==> src/rtl/err_irq_pkg.sv <==
package err_irq_pkg;

    localparam int N_UNITS      = 2;
    localparam int UNIT_XLAT    = 0;
    localparam int UNIT_MSG     = 1;

    // register word offsets
    localparam int UNIT_STRIDE  = 4;
    localparam int OFS_SET      = 0;
    localparam int OFS_CLR      = 1;
    localparam int OFS_EN       = 2;
    localparam int ADDR_BLK     = 8;
    localparam int ADDR_MAP     = 9;
    localparam int ADDR_IRQCLR  = 10;

    // block enable bit positions
    localparam int BLK_MASTER   = 0;
    localparam int BLK_UNIT0    = 1;
    localparam int BLK_W        = BLK_UNIT0 + N_UNITS;

    // mapping register layout
    localparam int MAP_VALID_BIT  = 31;
    localparam int MAP_THREAD_LSB = 25;
    localparam int THREAD_W       = 6;
    localparam int MAP_CTL_BIT    = 6;
    localparam int VEC_W          = 6;

    typedef enum logic [1:0] {
        SRC_IDLE    = 2'd0,
        SRC_PENDING = 2'd1,
        SRC_SENT    = 2'd2
    } src_state_t;

    typedef struct packed {
        logic                valid;
        logic [THREAD_W-1:0] thread;
        logic                ctl;
    } map_t;

    function automatic map_t map_decode(input logic [31:0] w);
        map_t m;
        m.valid  = w[MAP_VALID_BIT];
        m.thread = w[MAP_THREAD_LSB +: THREAD_W];
        m.ctl    = w[MAP_CTL_BIT];
        return m;
    endfunction

    function automatic logic [31:0] map_encode(input map_t m);
        logic [31:0] w;
        w = '0;
        w[MAP_VALID_BIT]                 = m.valid;
        w[MAP_THREAD_LSB +: THREAD_W]    = m.thread;
        w[MAP_CTL_BIT]                   = m.ctl;
        return w;
    endfunction

endpackage

==> src/rtl/err_unit.sv <==
module err_unit #(
    parameter int ERR_W = 8
) (
    input  logic             clk,
    input  logic             rst,
    input  logic [ERR_W-1:0] evt,
    input  logic [ERR_W-1:0] wdata,
    input  logic             wr_set,
    input  logic             wr_clr,
    input  logic             wr_en,
    output logic [ERR_W-1:0] force_q,
    output logic [ERR_W-1:0] status_q,
    output logic [ERR_W-1:0] en_q,
    output logic             hit
);

    logic [ERR_W-1:0] clr_mask;

    assign clr_mask = wr_clr ? wdata : '0;

    always_ff @(posedge clk) begin
        if (rst) begin
            force_q  <= '0;
            status_q <= '0;
            en_q     <= '0;
        end else begin
            if (wr_set) force_q <= wdata;
            if (wr_en)  en_q    <= wdata;
            // sticky: clear first, then events and the force value OR in
            status_q <= (status_q & ~clr_mask) | evt | force_q;
        end
    end

    assign hit = |(status_q & en_q);

endmodule

==> src/rtl/irq_source.sv <==
module irq_source
    import err_irq_pkg::*;
#(
    parameter int VECTOR = 63
) (
    input  logic                clk,
    input  logic                rst,
    input  logic                fire,
    input  map_t                map_i,
    input  logic                clear_wr,
    input  logic                ack,
    output logic                req,
    output logic [VEC_W-1:0]    vector,
    output logic [THREAD_W-1:0] thread,
    output logic                ctl,
    output logic                sent
);

    src_state_t st_q, st_d;
    logic       issue;

    always_comb begin
        st_d  = st_q;
        issue = 1'b0;
        unique case (st_q)
            SRC_IDLE: begin
                if (fire && map_i.valid) begin
                    st_d  = SRC_PENDING;
                    issue = 1'b1;
                end
            end
            SRC_PENDING: begin
                if (ack) st_d = SRC_SENT;
            end
            SRC_SENT: begin
                if (clear_wr) begin
                    if (fire && map_i.valid) begin
                        st_d  = SRC_PENDING;
                        issue = 1'b1;
                    end else begin
                        st_d  = SRC_IDLE;
                    end
                end
            end
            default: st_d = SRC_IDLE;
        endcase
    end

    always_ff @(posedge clk) begin
        if (rst) begin
            st_q   <= SRC_IDLE;
            thread <= '0;
            ctl    <= 1'b0;
        end else begin
            st_q <= st_d;
            if (issue) begin
                thread <= map_i.thread;
                ctl    <= map_i.ctl;
            end
        end
    end

    assign req    = (st_q == SRC_PENDING);
    assign sent   = (st_q == SRC_SENT);
    assign vector = VEC_W'(VECTOR);

endmodule

==> src/rtl/err_irq_agg.sv <==
module err_irq_agg
    import err_irq_pkg::*;
#(
    parameter int ERR_W  = 8,
    parameter int ADDR_W = 4,
    parameter int VECTOR = 63
) (
    input  logic                clk,
    input  logic                rst,
    input  logic                reg_wr,
    input  logic [ADDR_W-1:0]   reg_addr,
    input  logic [31:0]         reg_wdata,
    output logic [31:0]         reg_rdata,
    input  logic [ERR_W-1:0]    xlat_err_evt,
    input  logic [ERR_W-1:0]    msg_err_evt,
    output logic                irq_req,
    output logic [VEC_W-1:0]    irq_vector,
    output logic [THREAD_W-1:0] irq_thread,
    output logic                irq_ctl_sel,
    input  logic                irq_ack
);

    logic [N_UNITS-1:0][ERR_W-1:0] unit_evt;
    logic [N_UNITS-1:0][ERR_W-1:0] unit_force;
    logic [N_UNITS-1:0][ERR_W-1:0] unit_status;
    logic [N_UNITS-1:0][ERR_W-1:0] unit_en;
    logic [N_UNITS-1:0]            unit_hit;
    logic [N_UNITS-1:0]            unit_gate;
    logic [N_UNITS-1:0]            set_wr;
    logic [N_UNITS-1:0]            clr_wr;
    logic [N_UNITS-1:0]            en_wr;
    logic [BLK_W-1:0]              blk_en_q;
    map_t                          map_q;
    logic                          blk_wr, map_wr, irq_clear_wr;
    logic                          fire;
    logic                          src_sent;

    assign unit_evt[UNIT_XLAT] = xlat_err_evt;
    assign unit_evt[UNIT_MSG]  = msg_err_evt;

    for (genvar u = 0; u < N_UNITS; u++) begin : g_unit
        localparam int BASE = u * UNIT_STRIDE;

        assign set_wr[u] = reg_wr && (reg_addr == ADDR_W'(BASE + OFS_SET));
        assign clr_wr[u] = reg_wr && (reg_addr == ADDR_W'(BASE + OFS_CLR));
        assign en_wr[u]  = reg_wr && (reg_addr == ADDR_W'(BASE + OFS_EN));

        err_unit #(.ERR_W(ERR_W)) u_unit (
            .clk      (clk),
            .rst      (rst),
            .evt      (unit_evt[u]),
            .wdata    (reg_wdata[ERR_W-1:0]),
            .wr_set   (set_wr[u]),
            .wr_clr   (clr_wr[u]),
            .wr_en    (en_wr[u]),
            .force_q  (unit_force[u]),
            .status_q (unit_status[u]),
            .en_q     (unit_en[u]),
            .hit      (unit_hit[u])
        );

        assign unit_gate[u] = unit_hit[u] & blk_en_q[BLK_UNIT0 + u];
    end

    assign blk_wr       = reg_wr && (reg_addr == ADDR_W'(ADDR_BLK));
    assign map_wr       = reg_wr && (reg_addr == ADDR_W'(ADDR_MAP));
    assign irq_clear_wr = reg_wr && (reg_addr == ADDR_W'(ADDR_IRQCLR));

    always_ff @(posedge clk) begin
        if (rst) begin
            blk_en_q <= '0;
            map_q    <= '0;
        end else begin
            if (blk_wr) blk_en_q <= reg_wdata[BLK_W-1:0];
            if (map_wr) map_q    <= map_decode(reg_wdata);
        end
    end

    assign fire = blk_en_q[BLK_MASTER] & (|unit_gate);

    irq_source #(.VECTOR(VECTOR)) u_src (
        .clk      (clk),
        .rst      (rst),
        .fire     (fire),
        .map_i    (map_q),
        .clear_wr (irq_clear_wr),
        .ack      (irq_ack),
        .req      (irq_req),
        .vector   (irq_vector),
        .thread   (irq_thread),
        .ctl      (irq_ctl_sel),
        .sent     (src_sent)
    );

    always_comb begin
        reg_rdata = '0;
        for (int u = 0; u < N_UNITS; u++) begin
            if (reg_addr == ADDR_W'(u * UNIT_STRIDE + OFS_SET))
                reg_rdata = 32'(unit_force[u]);
            if (reg_addr == ADDR_W'(u * UNIT_STRIDE + OFS_CLR))
                reg_rdata = 32'(unit_status[u]);
            if (reg_addr == ADDR_W'(u * UNIT_STRIDE + OFS_EN))
                reg_rdata = 32'(unit_en[u]);
        end
        if (reg_addr == ADDR_W'(ADDR_BLK)) reg_rdata = 32'(blk_en_q);
        if (reg_addr == ADDR_W'(ADDR_MAP)) reg_rdata = map_encode(map_q);
    end

endmodule

==> config.mk <==
export PLATFORM = sky130hd
export DESIGN_NAME = err_irq_agg
export DESIGN_NICKNAME = d
export VERILOG_FILES = /design/src/rtl/err_irq_pkg.sv /design/src/rtl/err_unit.sv /design/src/rtl/irq_source.sv /design/src/rtl/err_irq_agg.sv
export SDC_FILE = /design/constraint.sdc
export NUM_CORES = 1
export LEC_CHECK = 0
export BUFFER_PORTS_ARGS = -buffer_cell sky130_fd_sc_hd__buf_2
export CAP_MARGIN = 30
export CORE_UTILIZATION = 45
export CTS_CLUSTER_SIZE = 28
export DETAILED_ROUTE_END_ITERATION = 8
export PLACE_DENSITY = 0.75
export SYNTH_ARGS = -nofsm -noshare
export SYNTH_HDL_FRONTEND = slang
export SYNTH_HIERARCHICAL = 1
export SYNTH_SLANG_ARGS = --single-unit
==> constraint.sdc <==
create_clock -name clk -period 1.75 [get_ports clk]
set_input_delay 0.35 -clock clk [delete_from_list [all_inputs] [get_ports clk]]
set_output_delay 0.35 -clock clk [all_outputs]
set_load 0.01 [all_outputs]
==> results.json <==
{
  "maxSlewViolCount": 0,
  "ant_nets": 0,
  "cp_num_buf_inv": 1,
  "clk_latency_ps": 350,
  "cts-buffers-inserted": 9,
  "dieArea_sq_um": 8300,
  "via_per_inst": 5.28,
  "syn_area_sq_um": 3570,
  "maxCapViolCount": 0,
  "finalHoldViolations": 0,
  "placement_rows": 32,
  "irDropWorstVdd_mv": 0.376,
  "grt_pass1_vias": 3013,
  "antenna_cells": 0,
  "crit_family": "compound AO/OA/AOI/OAI gates",
  "use_met2_pct": 34.9,
  "cts_buffer_depth": 2,
  "start_util_pct": 46.5,
  "cts-root-buf": "clkbuf_8",
  "drc": 0,
  "grt.busiest_layer": "met2",
  "area_growth_pct": 24.7,
  "die_w_um": 91.1,
  "grt_max_degree": 76,
  "worstHoldStart": "reg_wdata[25]",
  "dp_hpwl_mm": 6.24,
  "leakage_nw": 1.95,
  "start_kind": "flop",
  "fin_skew_ps": 8.87,
  "rr_worst_depth": 8,
  "fin_ws_ps": -124,
  "endpoint_kind": "primary output",
  "required_ps": 1400,
  "holdPathEnd": "map_q[1]$_SDFFE_PP0P_",
  "slowest_stage": "dfxtp_2",
  "path_class": "reg2out",
  "port-buffer-count": 61,
  "fmax_mhz": 534,
  "htree_levels": 3,
  "finalNonFillerCells": 584,
  "nets": 534,
  "arrival_ps": 1520,
  "violations": "setup timing",
  "clock_sinks": 68,
  "post-route-period-util_pct": 107,
  "antenna_found_initial": 0,
  "place_inst": 564,
  "coreArea_sq_um": 7690,
  "cts_tree": "yes",
  "drt_pass1_iterations": 4,
  "grt_use_total_pct": 21.6,
  "slowest_delay_ps": 330,
  "clk_pin_slew_ps": 70,
  "wire_per_inst_um": 15.1,
  "die_height_um": 91.1,
  "wirelength_mm": 8.83,
  "met1_usage_pct": 27.3,
  "overflow": 0,
  "avgSynthCellArea_sq_um": 9.05,
  "outcome": "finished with violations",
  "yosys_warnings": 6,
  "globalplace.congestion": 0.882,
  "syn_inst": 395,
  "post-route-min-period_ps": 1870,
  "regToRegStartpoint": "g_unit[0].u_unit/en_q[5]$_SDFFE_PP0P_",
  "power_density_nw_per_um2": 723,
  "cp_max_fo": 2,
  "r2r_slack_ps": 50,
  "pin_count": 102,
  "path_cells": "or3_1, o211a_1, a31oi_1, o21ai_1, buf_2",
  "min_path_cells": 3,
  "drive_gt1_share_pct": 32.8,
  "vias": 3084,
  "grt_pass1_wl_mm": 14.1,
  "rsz0062_at_grt": "true",
  "r2r-end": "u_src/st_q[0]$_SDFFE_PP0P_",
  "drt_iter0_markers": 252,
  "finalSetupViolations": 4,
  "hold_path_class": "in2reg",
  "total_power_mw": 3.22,
  "grt_use_met3_pct": 4.10
}
## metrics by stage
step / TNS (ps) / setup WS, ps / utilization [%] / instance area [sq um] / hold slack [ps]
global placement: -342 / -88.3 / 52.9 / 4070 / 455
detailed placement: -739 / -99.4 / 52.9 / 4070 / 461
floorplan: 0 / 1.28 / - / 3650 / 412
CTS: -630 / -131 / 55.6 / 4270 / 219
finish: -331 / -124 / 58.0 / 4460 / 229
global route: -670 / -181 / 58.0 / 4460 / 234
## power breakdown
group	internal [mW]	leakage, nW	switching (mW)	total [mW]
clock network	0.578	0.0872	0.585	1.16
registers	1.59	0.558	0.0343	1.62
logic	0.208	1.31	0.230	0.438
## area by class of cell
type,count,area [sq um]
inverters,6,22.5
clock buffers,11,151
repair buffers,98,704
clock inverters,4,25.0
fillers,679,3230
well taps,102,128
flip-flops and latches,68,1370
multi-input cells,295,2050
## worst reg2reg max path, stage by stage (launching register included)
cell     delay (ps)
dfxtp_1         330
a22oi_1         240
nand4_1         160
a22oi_1         270
nor2_1          110
nand2_1         120
nor3_4           50
buf_12          140
o21ba_1         170
## registers in the layout, summed over array words and instances (netlist names)
register                count
blk_en_q                    3
g_unit.u_unit/en_q         16
g_unit.u_unit/status_q     16
u_src/st_q                  2
map_q                       8
u_src/thread                6
u_src/ctl                   1
g_unit.u_unit/force_q      16
## layer usage
layer,vias to the layer above,share of wire (%)
met5,-,0
met4,0,2.7
met3,22,4.8
met2,120,46
met1,1446,46
li1,1496,-
## layout by cell type, fill, tap and decap left out, types with 2 or more instances in the layout
cell        count
buf_12          6
nand3_1         2
o22ai_2         2
clkinvlp_4      2
nor3_1          2
inv_1           6
nor2_1         67
a21o_1          3
o21a_1          3
nor2b_2         2
a21oi_2        12
conb_1         23
o21ai_0         4
nand3b_1        3
and3_1         14
clkinv_2        2
nand2_1         6
a22oi_1        10
o21ai_1         5
a21oi_1        16
buf_4          29
nor3_2          2
a2bb2oi_2       2
clkbuf_8       11
a32oi_1         2
nand4_1         2
buf_6           5
dfxtp_1        59
buf_2          57
nor2b_4         3
mux2i_1        52
a22o_1          6
nand2b_1       14
a21bo_1        16
and2b_2         3
dfxtp_2         9
## how the worst max path moves through the flow
stage	cells past startpoint	slack, ps	end	start
after floorplan	6	1	u_src/ctl$_SDFFE_PP0P_	reg_addr[2]
after global placement	6	-90	reg_rdata[1]	reg_addr[1]
after detailed placement	6	-100	reg_rdata[0]	reg_addr[1]
after CTS	5	-130	reg_rdata[6]	g_unit[1].u_unit/force_q[6]$_SDFFE_PP0P_
after global routing	5	-180	reg_rdata[6]	g_unit[1].u_unit/force_q[6]$_SDFFE_PP0P_
final	5	-120	reg_rdata[6]	g_unit[1].u_unit/force_q[6]$_SDFFE_PP0P_
## repair_timing
action                                  in CTS  in global routing
endpoints found under the setup margin       8                  9
pin swaps                                    4                  9
gates resized for setup                      7                 46
hold buffers                                 0                  0
setup buffers                                2                  2
endpoints found under the hold margin        0                  0
gates cloned                                 0                  1
Power figures use the tool's default switching activity.
